==> src/rtl/adc_frame_pkg.sv <==
package adc_frame_pkg;
  localparam int FRAME_BITS = 16;
  localparam int CTRL_BITS  = 12;
  localparam int LEAD_BITS  = 2;
  localparam int CHAN_BITS  = 2;
  localparam int HALVES     = 2 * FRAME_BITS;

  typedef enum logic [1:0] {
    ST_IDLE = 2'd0,
    ST_RUN  = 2'd1,
    ST_GAP  = 2'd2
  } link_state_t;
endpackage

==> src/rtl/adc_sclk_seq.sv <==
module adc_sclk_seq
  import adc_frame_pkg::*;
#(
  parameter int HALF_DIV = 4
) (
  input  logic clk,
  input  logic rst,
  input  logic start,
  output logic cs_n,
  output logic sclk,
  output logic load,
  output logic fall_tick,
  output logic rise_tick,
  output logic last_fall
);
  localparam int CW = $clog2(2 * HALF_DIV + 1);
  localparam int HW = $clog2(HALVES + 1);
  localparam logic [CW-1:0] HALF_END = CW'(HALF_DIV - 1);
  localparam logic [CW-1:0] GAP_END  = CW'(2 * HALF_DIV - 1);
  localparam logic [HW-1:0] LAST_HALF = HW'(HALVES - 1);
  localparam logic [HW-1:0] LAST_LOW  = HW'(HALVES - 2);

  link_state_t      state;
  logic [CW-1:0]    cnt;
  logic [HW-1:0]    half_idx;
  logic             half_end;

  assign half_end  = (state == ST_RUN) && (cnt == HALF_END);
  assign fall_tick = half_end && sclk;
  assign rise_tick = half_end && !sclk;
  assign last_fall = fall_tick && (half_idx == LAST_LOW);
  assign load      = (state == ST_IDLE) && start;

  always_ff @(posedge clk) begin
    if (rst) begin
      state    <= ST_IDLE;
      cnt      <= '0;
      half_idx <= '0;
      cs_n     <= 1'b1;
      sclk     <= 1'b1;
    end else begin
      unique case (state)
        ST_IDLE: begin
          cnt      <= '0;
          half_idx <= '0;
          sclk     <= 1'b1;
          if (start) begin
            state <= ST_RUN;
            cs_n  <= 1'b0;
          end
        end
        ST_RUN: begin
          if (half_end) begin
            cnt      <= '0;
            sclk     <= ~sclk;
            half_idx <= half_idx + 1'b1;
            if (half_idx == LAST_HALF) begin
              state <= ST_GAP;
              cs_n  <= 1'b1;
            end
          end else begin
            cnt <= cnt + 1'b1;
          end
        end
        ST_GAP: begin
          if (cnt == GAP_END) begin
            cnt   <= '0;
            state <= ST_IDLE;
          end else begin
            cnt <= cnt + 1'b1;
          end
        end
        default: state <= ST_IDLE;
      endcase
    end
  end
endmodule

==> src/rtl/adc_frame_shift.sv <==
module adc_frame_shift
  import adc_frame_pkg::*;
(
  input  logic                  clk,
  input  logic                  rst,
  input  logic                  load,
  input  logic [CTRL_BITS-1:0]  ctrl_word,
  input  logic                  fall_tick,
  input  logic                  rise_tick,
  input  logic                  last_fall,
  input  logic                  miso,
  output logic                  mosi,
  output logic                  word_done,
  output logic [FRAME_BITS-1:0] word
);
  localparam int PAD = FRAME_BITS - CTRL_BITS;

  logic [FRAME_BITS-1:0] tx_sr;
  logic [FRAME_BITS-2:0] rx_sr;

  assign mosi = tx_sr[FRAME_BITS-1];

  always_ff @(posedge clk) begin
    if (rst) begin
      tx_sr <= '0;
    end else if (load) begin
      tx_sr <= {ctrl_word, {PAD{1'b0}}};
    end else if (rise_tick) begin
      tx_sr <= {tx_sr[FRAME_BITS-2:0], 1'b0};
    end
  end

  always_ff @(posedge clk) begin
    if (rst) begin
      rx_sr     <= '0;
      word      <= '0;
      word_done <= 1'b0;
    end else begin
      word_done <= 1'b0;
      if (fall_tick) begin
        rx_sr <= {rx_sr[FRAME_BITS-3:0], miso};
        if (last_fall) begin
          word      <= {rx_sr, miso};
          word_done <= 1'b1;
        end
      end
    end
  end
endmodule

==> src/rtl/adc_word_unpack.sv <==
module adc_word_unpack
  import adc_frame_pkg::*;
#(
  parameter int RES_BITS = 12
) (
  input  logic                  clk,
  input  logic                  rst,
  input  logic                  word_done,
  input  logic [FRAME_BITS-1:0] word,
  output logic                  res_valid,
  output logic [CHAN_BITS-1:0]  res_chan,
  output logic [RES_BITS-1:0]   res_data,
  output logic                  frame_err
);
  localparam int LEAD_TOP = FRAME_BITS - 1;
  localparam int CHAN_TOP = FRAME_BITS - LEAD_BITS - 1;
  localparam int DATA_TOP = CHAN_TOP - CHAN_BITS;

  logic [LEAD_BITS-1:0] lead;
  logic [RES_BITS-1:0]  data_field;

  assign lead = word[LEAD_TOP -: LEAD_BITS];

  generate
    if (RES_BITS == DATA_TOP + 1) begin : g_full
      assign data_field = word[DATA_TOP:0];
    end else begin : g_padded
      assign data_field = word[DATA_TOP -: RES_BITS];
    end
  endgenerate

  always_ff @(posedge clk) begin
    if (rst) begin
      res_valid <= 1'b0;
      res_chan  <= '0;
      res_data  <= '0;
      frame_err <= 1'b0;
    end else begin
      res_valid <= word_done;
      frame_err <= word_done && (lead != '0);
      if (word_done) begin
        res_chan <= word[CHAN_TOP -: CHAN_BITS];
        res_data <= data_field;
      end
    end
  end
endmodule

==> src/rtl/adc_frame_ctrl.sv <==
module adc_frame_ctrl
  import adc_frame_pkg::*;
#(
  parameter int HALF_DIV = 4,
  parameter int RES_BITS = 12
) (
  input  logic                 clk,
  input  logic                 rst,
  input  logic                 start,
  input  logic [11:0]          ctrl_word,
  input  logic                 miso,
  output logic                 cs_n,
  output logic                 sclk,
  output logic                 mosi,
  output logic                 res_valid,
  output logic [1:0]           res_chan,
  output logic [RES_BITS-1:0]  res_data,
  output logic                 frame_err
);
  logic                  load;
  logic                  fall_tick;
  logic                  rise_tick;
  logic                  last_fall;
  logic                  word_done;
  logic [FRAME_BITS-1:0] word;

  adc_sclk_seq #(.HALF_DIV(HALF_DIV)) u_seq (
    .clk       (clk),
    .rst       (rst),
    .start     (start),
    .cs_n      (cs_n),
    .sclk      (sclk),
    .load      (load),
    .fall_tick (fall_tick),
    .rise_tick (rise_tick),
    .last_fall (last_fall)
  );

  adc_frame_shift u_shift (
    .clk       (clk),
    .rst       (rst),
    .load      (load),
    .ctrl_word (ctrl_word),
    .fall_tick (fall_tick),
    .rise_tick (rise_tick),
    .last_fall (last_fall),
    .miso      (miso),
    .mosi      (mosi),
    .word_done (word_done),
    .word      (word)
  );

  adc_word_unpack #(.RES_BITS(RES_BITS)) u_unpack (
    .clk       (clk),
    .rst       (rst),
    .word_done (word_done),
    .word      (word),
    .res_valid (res_valid),
    .res_chan  (res_chan),
    .res_data  (res_data),
    .frame_err (frame_err)
  );
endmodule

==> config.mk <==
export PLATFORM = sky130hd
export DESIGN_NAME = adc_frame_ctrl
export DESIGN_NICKNAME = d
export VERILOG_FILES = /design/src/rtl/adc_frame_pkg.sv /design/src/rtl/adc_sclk_seq.sv /design/src/rtl/adc_frame_shift.sv /design/src/rtl/adc_word_unpack.sv /design/src/rtl/adc_frame_ctrl.sv
export SDC_FILE = /design/constraint.sdc
export NUM_CORES = 1
export LEC_CHECK = 0
export BUFFER_PORTS_ARGS = -buffer_cell sky130_fd_sc_hd__buf_2
export CAP_MARGIN = 20
export CORE_ASPECT_RATIO = 1.25
export CORE_MARGIN = 1
export CORE_UTILIZATION = 40
export CTS_CLUSTER_DIAMETER = 200
export DETAILED_ROUTE_END_ITERATION = 6
export GPL_TIMING_DRIVEN = 0
export SETUP_SLACK_MARGIN = 0.4
export SYNTH_ARGS = -nofsm -noshare
export SYNTH_HDL_FRONTEND = slang
export SYNTH_HIERARCHICAL = 1
export SYNTH_SLANG_ARGS = --single-unit
==> constraint.sdc <==
create_clock -name clk -period 4.4 [get_ports clk]
set_input_delay 0.88 -clock clk [delete_from_list [all_inputs] [get_ports clk]]
set_output_delay 0.88 -clock clk [all_outputs]
set_load 0.05 [all_outputs]
==> out/metrics.yaml, run 1 <==
min_period_ps: 2110
grt_pass1_wl_um: 10800
hold_viol: 0
worstSetupPathType: "register to register"
grt_pass1_vias: 2320
setup_viol: 0
drive_above_1_share_pct: 26.6
synth_top_family_by_area: "compound AO/OA/AOI/OAI gates"
clockRootBuffer: "clkbuf_8"
routed_wl_um: 6330
utilization_pct: 48.4
synthMuxAreaShare_pct: 12.8
initial_core_util_pct: 41.7
finalSetupTns_ps: 0
grt-ovfl-total: 0
arrival_ps: 2370
initialDrtViolationCount: 63
synth_area_leaders: "dfxtp_1 (45%), mux2i_1 (13%), nor2_1 (4.9%)"
pwr-share-seq_pct: 49.1
syn_area_per_cell_um2: 10.1
dr.pass1.iters: 4
antenna_found_initial: 0
cap_violations: 0
switching_power_mw: 0.311
fp.dieArea_um2: 8590
ir_drop_v: 0.000168
synth_edf_count: 0
synth-seq-area-share_pct: 45.0
async_flop_share_pct: 0
die-height_um: 103
rsz0062_at_grt: "no"
ant_nets: 0
synth_flop_cell: "dfxtp_1"
drc: 0
fin_crit_sh_pct: 48.0
area_delta_synth_final_pct: 16.1
ys_ff_latch: 74
synth_top_area_share_pct: 45.0
finalClockSkew_ps: 8.47
synthesis.area_um2: 3290
relSlewSlack_pct: 65.8
setup.worst_path.end_class: "register"
yosys.area_share.adder_pct: 2.66
cts_resized: 0
final_nets: 395
via_per_inst: 5.08
cts_tree: "yes"
fillers: 775
track_usage_pct: 16.1
holdBufCountCts: 0
grt_max_degree: 14
yosysUniqueCellTypes: 44
clock-sinks: 74
required_ps: 4660
cts_buffer_depth: 2
tightest_slew_ps: 513
synth_xor_area_share_pct: 0.799
postCtsSetupBuffers: 0
cp_max_fo: 10
cellLeakagePower_nw: 1.45
ys_warn_count: 6
met1_length_um: 2950
clk_pin_slew_ps: 80
top_layer: "met4"
wl_met2_um: 3090
whs_ps: 465
internal_power_mw: 1.09
insertion_delay_ps: 340
p_per_area_nw_per_um2: 367
fmax_ghz: 0.474
wire_per_inst_um: 13.4
cts_made_buffers: 9
synth_compound_area_share_pct: 16.2
outcome: "finished, final reports clean"
syn_inst: 327
die_width_um: 83.1
io-pin-count: 35
dp_hpwl_um: 4430
syn_nets: 350
cp-start-kind: "register"
yosys.area_share.simple_pct: 16.1
core_um2: 7880
pwr-share-clk_pct: 44.8
io_buffers: 34
row_count: 36
gp_congestion: 0.739
antenna-diode-count: 0
htreeDepth: 3
yosysTopAreaCell: "dfxtp_1"
via_count: 2391
combPwrFrac_pct: 6.1
p_sw_share_pct: 22.2
slew_viol_final: 0
wl_met3_um: 176
hold_class: "register to register"
==> power groups by stage <==
stage	combinational (mW)	sequential, mW	clock (mW)
floorplan	0.0553	0.709	0
finish	0.0854	0.688	0.627
global placement	0.0846	0.704	0
global route	0.0950	0.690	0.681
detailed placement	0.0861	0.704	0
CTS	0.0866	0.689	0.648
==> flip-flops by register name, summed over array words and instances, names as in the netlist <==
signal / count
u_seq/cs_n: 1
u_unpack/res_chan: 2
u_seq/sclk: 1
u_unpack/res_valid: 1
u_seq/cnt: 4
u_shift/tx_sr: 12
u_seq/half_idx: 6
u_shift/word_done: 1
u_unpack/frame_err: 1
u_shift/rx_sr: 15
u_unpack/res_data: 12
u_seq/state: 2
u_shift/word: 16
==> cells in the final DEF, fill, tap and decap left out, types with 3 or more instances in the layout <==
cell type | Yosys | routed
a21oi_1 | 23 | 23
bufinv_16 | 0 | 3
buf_2 | 8 | 42
o21ai_0 | 4 | 4
nor2_1 | 43 | 43
nand2_1 | 6 | 6
ha_1 | 7 | 7
a21bo_2 | 16 | 16
inv_1 | 8 | 8
mux2i_1 | 42 | 42
buf_6 | 7 | 7
clkbuf_8 | 0 | 9
clkbuf_1 | 4 | 4
nor3b_1 | 3 | 3
nor3_1 | 3 | 3
a211oi_2 | 10 | 10
nand3_1 | 19 | 19
buf_4 | 4 | 4
dfxtp_1 | 74 | 74
xor2_1 | 3 | 3
nor2b_1 | 12 | 12
==> worst max-delay path, stage by stage, from the launching register on <==
cell and delay, ps:
dfxtp_1 360, inv_1 80, ha_1 190, and4bb_2 230, buf_4 160, and2_1 210, and3_1 190, buf_6 130
buf_6 140, a21bo_2 210, a21oi_1 130
==> cells in the mapped netlist, types with 2 or more instances <==
cell,instances
buf_6,7
ha_1,7
nor2b_1,12
dfxtp_1,74
inv_1,8
o21ai_0,4
and3_1,2
and4b_1,2
a211oi_2,10
nand2_1,6
xor2_1,3
nor2_1,43
buf_2,8
nand4_1,2
clkbuf_1,4
buf_4,4
mux2i_1,42
nor3_1,3
a21bo_2,16
a41oi_1,2
nand3_1,19
and2_1,2
a21oi_1,23
nor3b_1,3
a31oi_1,2
==> routing by layer <==
layer / global-route usage [%] / up-vias
li1: - / 1230
met1: 19.1 / 1119
met2: 28.1 / 34
met3: 2.94 / 8
met4: 8.36 / 0
met5: 0 / -
==> stage by stage <==
| step | cell area [um^2] | setup slack [ps] | power [mW] | cells |
|---|---|---|---|---|
| after global routing | 3820 | 2130 | 1.47 | 471 |
| final | 3820 | 2290 | 1.40 | 471 |
| after global placement | 3580 | 2310 | 0.789 | 456 |
| after CTS | 3820 | 2260 | 1.42 | 471 |
| after floorplan | 3290 | 2480 | 0.764 | 327 |
| after detailed placement | 3580 | 2300 | 0.790 | 456 |
==> worst paths after layout <==
path | startpoint | end | slack (ps) | depth (start not counted)
worst max register to register | u_seq/state[1] | u_shift/word[7] | 2290 | 10
worst max-delay path | u_seq/state[1] | u_shift/word[7] | 2290 | 10
worst min register to register | u_shift/word[14] | u_unpack/frame_err | 470 | 1
worst min-delay path | u_shift/word[14] | u_unpack/frame_err | 470 | 1
==> cell families after synthesis <==
logic type | after synthesis
buffers and inverters | 32
flip-flops | 74
adder cells (fa/ha/maj) | 7
multiplexers | 42
AO/OA/AOI/OAI | 66
XOR/XNOR | 3
AND/OR/NAND/NOR | 103
==> layout make-up <==
class / count / area [um^2] / share of cell area [%]
timing repair buffer: 34 / 170 / 4.46
clock buffer: 9 / 124 / 3.24
tap: 95 / 119 / 3.11
multi-input combinational: 221 / 1590 / 41.8
clock inverter: 6 / 115 / 3.02
sequential: 74 / 1480 / 38.8
buffer: 24 / 184 / 4.82
inverter: 8 / 30.0 / 0.787
No activity file was read; power rests on OpenSTA's default activity.
==> run 2, diff against run 1 <==
==> constraint.sdc (replaced) <==
create_clock -name clk -period 2 [get_ports clk]
set_input_delay 0.4 -clock clk [delete_from_list [all_inputs] [get_ports clk]]
set_output_delay 0.4 -clock clk [all_outputs]
set_load 0.05 [all_outputs]
==> run 2 against run 1 <==
Against the previous run: sequential power is 120% higher; non-clock buffer count increased by 19; final cell count up 4.2%; register-to-register slack lost 2100 ps; cell area is 13% higher; power grew 100%; clock skew is 3.7 ps higher; setup slack worse by 2100 ps; utilization up 6.2 points; combinational power rose to 2.5 times the previous value; clock-buffer cell count did not move; largest power group unchanged; highest routed layer unchanged.
==> out/metrics.yaml, run 2 (same netlist as run 1, synthesis figures left out) <==
outcome: "finished, final reports clean"
utilization_pct: 54.6
reg_top3: "u_shift/word x16, u_shift/rx_sr x15"
finalSetupTns_ps: 0
track_usage_pct: 16.6
setup.worst_path.end_class: "register"
holdBufCountCts: 0
fillers: 716
largest_reg_flops: 16
cts_made_buffers: 9
htreeDepth: 3
initial_core_util_pct: 41.7
core_um2: 7880
rsz0062_at_grt: "yes"
cp_max_fo: 7
cp-start-kind: "register"
initialDrtViolationCount: 78
arrival_ps: 2080
cellLeakagePower_nw: 1.59
via_per_inst: 5.11
grt_max_degree: 16
multi_input_area_um2: 1800
ant_nets: 0
cts_tree: "yes"
cap_violations: 0
grt-ovfl-total: 0
row_count: 36
ir_drop_v: 0.000433
relSlewSlack_pct: 57.5
min_period_ps: 1800
worstSetupPathType: "register to register"
drive_above_1_share_pct: 40.7
grt_pass1_wl_um: 11200
reg2reg_slack_ps: 200
clockRootBuffer: "clkbuf_8"
design_area_um2: 4310
tightest_slew_ps: 638
fin_crit_sh_pct: 89.8
cts_buffer_depth: 2
largest_register: "u_shift/word"
die-height_um: 103
final-seq-area_um2: 1490
clk_pin_slew_ps: 90
fmax_ghz: 0.557
whs_ps: 314
via_count: 2507
final_nets: 414
hold_class: "primary input to register"
antenna-diode-count: 0
die_width_um: 83.1
fp.dieArea_um2: 8590
routed_wl_um: 7000
clock-sinks: 74
final_common_cell: "dfxtp_1"
area_delta_synth_final_pct: 30.9
dr.pass1.iters: 4
io-pin-count: 35
place_area_um2: 3620
gp_congestion: 0.761
hold_viol: 0
mostFrequentLayoutCells: "dfxtp_1 (70), nor2_1 (42), buf_2 (38)"
drc: 0
finalClockSkew_ps: 12.2
antenna_found_initial: 0
grt_pass1_vias: 2492
setup_viol: 0
wire_per_inst_um: 14.3
dp_hpwl_um: 4480
slew_viol_final: 0
insertion_delay_ps: 350
required_ps: 2280
io_buffers: 34
p_per_area_nw_per_um2: 657
==> run 2: changes by cell type in the layout (fill, tap and decap cells not counted), moves of 4 or more <==
cell | before | now
a21oi_1 | 23 | 9
dfxtp_1 | 74 | 70
mux2i_1 | 42 | 36
buf_4 | 4 | 11
ha_1 | 7 | 3
buf_2 | 42 | 38
mux2i_2 | 0 | 5
a21oi_2 | 0 | 14
buf_8 | 0 | 5
==> run 2: layout make-up <==
cell class / count / area share [%]
multi-input combinational: 221 / 41.7
tap: 95 / 2.76
inverter: 8 / 0.697
timing repair buffer: 53 / 9.97
buffer: 24 / 5.87
sequential: 74 / 34.7
clock inverter: 7 / 1.39
clock buffer: 9 / 2.88
==> run 2: worst paths after layout <==
check | cells after the start | endpoint | from
max | 10 | u_shift/word[14] | u_seq/state[1]
min | 3 | u_shift/rx_sr[0] | miso
max reg2reg | 10 | u_shift/word[14] | u_seq/state[1]
min reg2reg | 2 | u_shift/word[15] | u_shift/rx_sr[14]
==> run 2: worst max-delay path, cell delays in order (launching register included) <==
cell and delay, ps:
dfxtp_2 340, inv_2 50, ha_4 150, and4bb_2 220, buf_6 110, and2_4 150, and3_4 150, buf_12 140
buf_8 130, a21bo_2 190, a21oi_2 110
==> run 2: layer usage <==
metal,vias up,wire [um],part of all wire [%],global-route usage (%)
li1,1276,-,-,-
met1,1197,3140,45,18.3
met2,28,3600,51,31.7
met3,6,194,2.8,4.44
met4,0,64,0.91,4.77
met5,-,0,0,0
==> run 2: through the flow <==
| step | worst slack (ps) | power [mW] | instances |
|---|---|---|---|
| floorplan | 263 | 1.68 | 327 |
| global placement | 123 | 1.74 | 456 |
| detailed placement | 115 | 1.74 | 456 |
| CTS | 210 | 2.84 | 486 |
| global route | 132 | 2.94 | 491 |
| finish | 205 | 2.83 | 491 |
==> run 2: repair_timing <==
action	in CTS	in global routing
pin swaps	10	8
gates cloned	3	3
endpoints found under the setup margin	43	50
buffers inserted	11	2
resized for setup	34	33
==> run 2: power breakdown <==
group	switching (mW)	total (mW)	internal, mW
sequential	0.0199	1.52	1.50
clock	0.625	1.10	0.472
combinational	0.127	0.214	0.0875
==> run 3, diff against run 2 <==
--- a/config.mk
+++ b/config.mk
@@ -8,7 +8,6 @@
 export BUFFER_PORTS_ARGS = -buffer_cell sky130_fd_sc_hd__buf_2
 export CAP_MARGIN = 20
 export CORE_ASPECT_RATIO = 1.25
-export CORE_MARGIN = 1
 export CORE_UTILIZATION = 40
 export CTS_CLUSTER_DIAMETER = 200
 export DETAILED_ROUTE_END_ITERATION = 6
==> constraint.sdc (replaced) <==
create_clock -name clk -period 2 [get_ports clk]
set_input_delay 0.4 -clock clk [delete_from_list [all_inputs] [get_ports clk]]
set_output_delay 0.4 -clock clk [all_outputs]
set_load 0.01 [all_outputs]
==> run 3 against run 2 <==
Against the previous run: highest routed layer unchanged; combinational power decreased by 9%; critical path depth unchanged; critical path type unchanged; power increased by 3.4%; sequential power about the same; clock power increased by 10%; flip-flop and latch count unchanged; clock skew increased by 2.1 ps.
==> out/metrics.yaml, run 3 (same netlist as run 1, synthesis figures left out) <==
outcome: "finished, final reports clean"
drc: 0
required_ps: 2280
area_delta_synth_final_pct: 30.0
dp_cells: 456
arrival_ps: 2090
cp-start-kind: "register"
grt_pass1_wl_um: 10900
antenna_found_initial: 0
dp_hpwl_um: 4390
gp_congestion: 0.762
fmax_ghz: 0.551
hold_path_end: "u_shift/tx_sr[4]"
p_per_area_nw_per_um2: 684
setup.worst_path.end_class: "register"
grt_max_degree: 16
rsz0062_at_grt: "yes"
hold_class: "primary input to register"
reg_top3: "u_shift/word x16, u_shift/rx_sr x15"
finalClockSkew_ps: 14.3
cap_violations: 0
insertion_delay_ps: 350
row_count: 36
crit_chain: "inv_2 -> ha_4 -> and4bb_2 -> buf_6 -> and2_4 -> and3_4 -> buf_12 -> buf_16 -> a21bo_2 -> a21oi_1"
hold_viol: 0
slew_viol_final: 0
io_buffers: 34
min_from: "ctrl_word[0]"
antenna-diode-count: 0
cp_max_fo: 7
clk_pin_slew_ps: 90
wire_per_inst_um: 14.2
cellLeakagePower_nw: 1.58
critical-path-slowest-cell: "dfxtp_2"
largest_register: "u_shift/word"
max_stage_delay_ps: 340
largest_reg_flops: 16
fp.dieArea_um2: 8590
htreeDepth: 3
critPathBufInv: 4
initialDrtViolationCount: 71
fin_cells: 489
track_usage_pct: 16.0
relSlewSlack_pct: 55.3
reg2reg_slack_ps: 190
finalSetupTns_ps: 0
grt_pass1_vias: 2353
worstSetupPathType: "register to register"
mostFrequentLayoutCells: "dfxtp_1 (70), nor2_1 (42), buf_2 (39)"
r2r_end: "u_shift/word[5]"
core_um2: 7880
dr.pass1.iters: 6
initial_core_util_pct: 41.7
routed_wl_um: 6920
die-height_um: 103
die_width_um: 83.1
final_common_cell: "dfxtp_1"
reg2reg_depth: 10
setup_viol: 0
final_nets: 412
ir_drop_v: 0.000476
cts_tree: "yes"
min_period_ps: 1810
via_count: 2497
clock-sinks: 74
grt-ovfl-total: 0
clockRootBuffer: "clkbuf_8"
cts_made_buffers: 9
tightest_slew_ps: 671
fillers: 695
via_per_inst: 5.11
cts_buffer_depth: 2
fin_crit_sh_pct: 90.7
whs_path_depth: 3
ant_nets: 0
r2r-start: "u_seq/state[1]"
io-pin-count: 35
drive_above_1_share_pct: 39.8
cp_top_family: "simple AND/OR/NAND/NOR gates"
[run 3: how the worst max path moves through the flow]
stage,end,startpoint,cells after the start
floorplan,u_shift/word[10],u_seq/state[1],10
global placement,u_shift/word[11],u_seq/cnt[0],9
detailed placement,u_shift/word[8],u_seq/cnt[0],9
CTS,u_shift/word[14],u_seq/state[1],10
global route,u_shift/word[6],u_seq/state[1],10
finish,u_shift/word[5],u_seq/state[1],10
[run 3: final cells by class]
type / count / area [um^2] / area share (%)
clock buffers: 9 / 124 / 2.90
inverters: 8 / 30.0 / 0.702
multi-input cells: 221 / 1790 / 41.8
clock inverters: 7 / 82.6 / 1.93
well taps: 95 / 119 / 2.78
plain buffers: 24 / 253 / 5.91
repair buffers: 51 / 389 / 9.10
flip-flops and latches: 74 / 1490 / 34.9
[run 3: power breakdown]
group,internal (mW),switching (mW)
registers,1.50,0.0187
clock network,0.598,0.616
logic,0.0817,0.113
total,2.18,0.747
[run 3: per-stage QoR]
| step | util, % | instance area (um^2) | worst slack (ps) | total power [mW] | hold slack, ps |
|---|---|---|---|---|---|
| global placement | 46.0 | 3620 | 120 | 1.73 | 464 |
| floorplan | - | 3330 | 263 | 1.67 | 419 |
| finish | 54.3 | 4280 | 186 | 2.92 | 330 |
| global route | 54.3 | 4280 | 139 | 3.06 | 342 |
| detailed placement | 46.0 | 3620 | 105 | 1.73 | 467 |
| CTS | 51.5 | 4060 | 199 | 2.94 | 306 |
[run 3: metal layers]
metal / global-route usage, % / wire length (um)
met1: 18.8 / 3190
met2: 28.9 / 3490
met3: 3.41 / 172
met4: 6.37 / 78
met5: 0 / 0
[run 3: worst register-to-register path: stages (launching register included)]
cell      delay, ps
dfxtp_2         340
inv_2            50
ha_4            150
and4bb_2        230
buf_6           110
and2_4          150
and3_4          150
buf_12          140
buf_16          130
a21bo_2         180
a21oi_1         120
[run 3: what timing repair did]
item,4_1_cts,5_1_grt
endpoints found under the setup margin,43,48
hold buffers,0,0
pin swaps,8,9
resized for setup,28,33
gates cloned,3,2
setup buffers,8,4
hold endpoints to repair,0,0
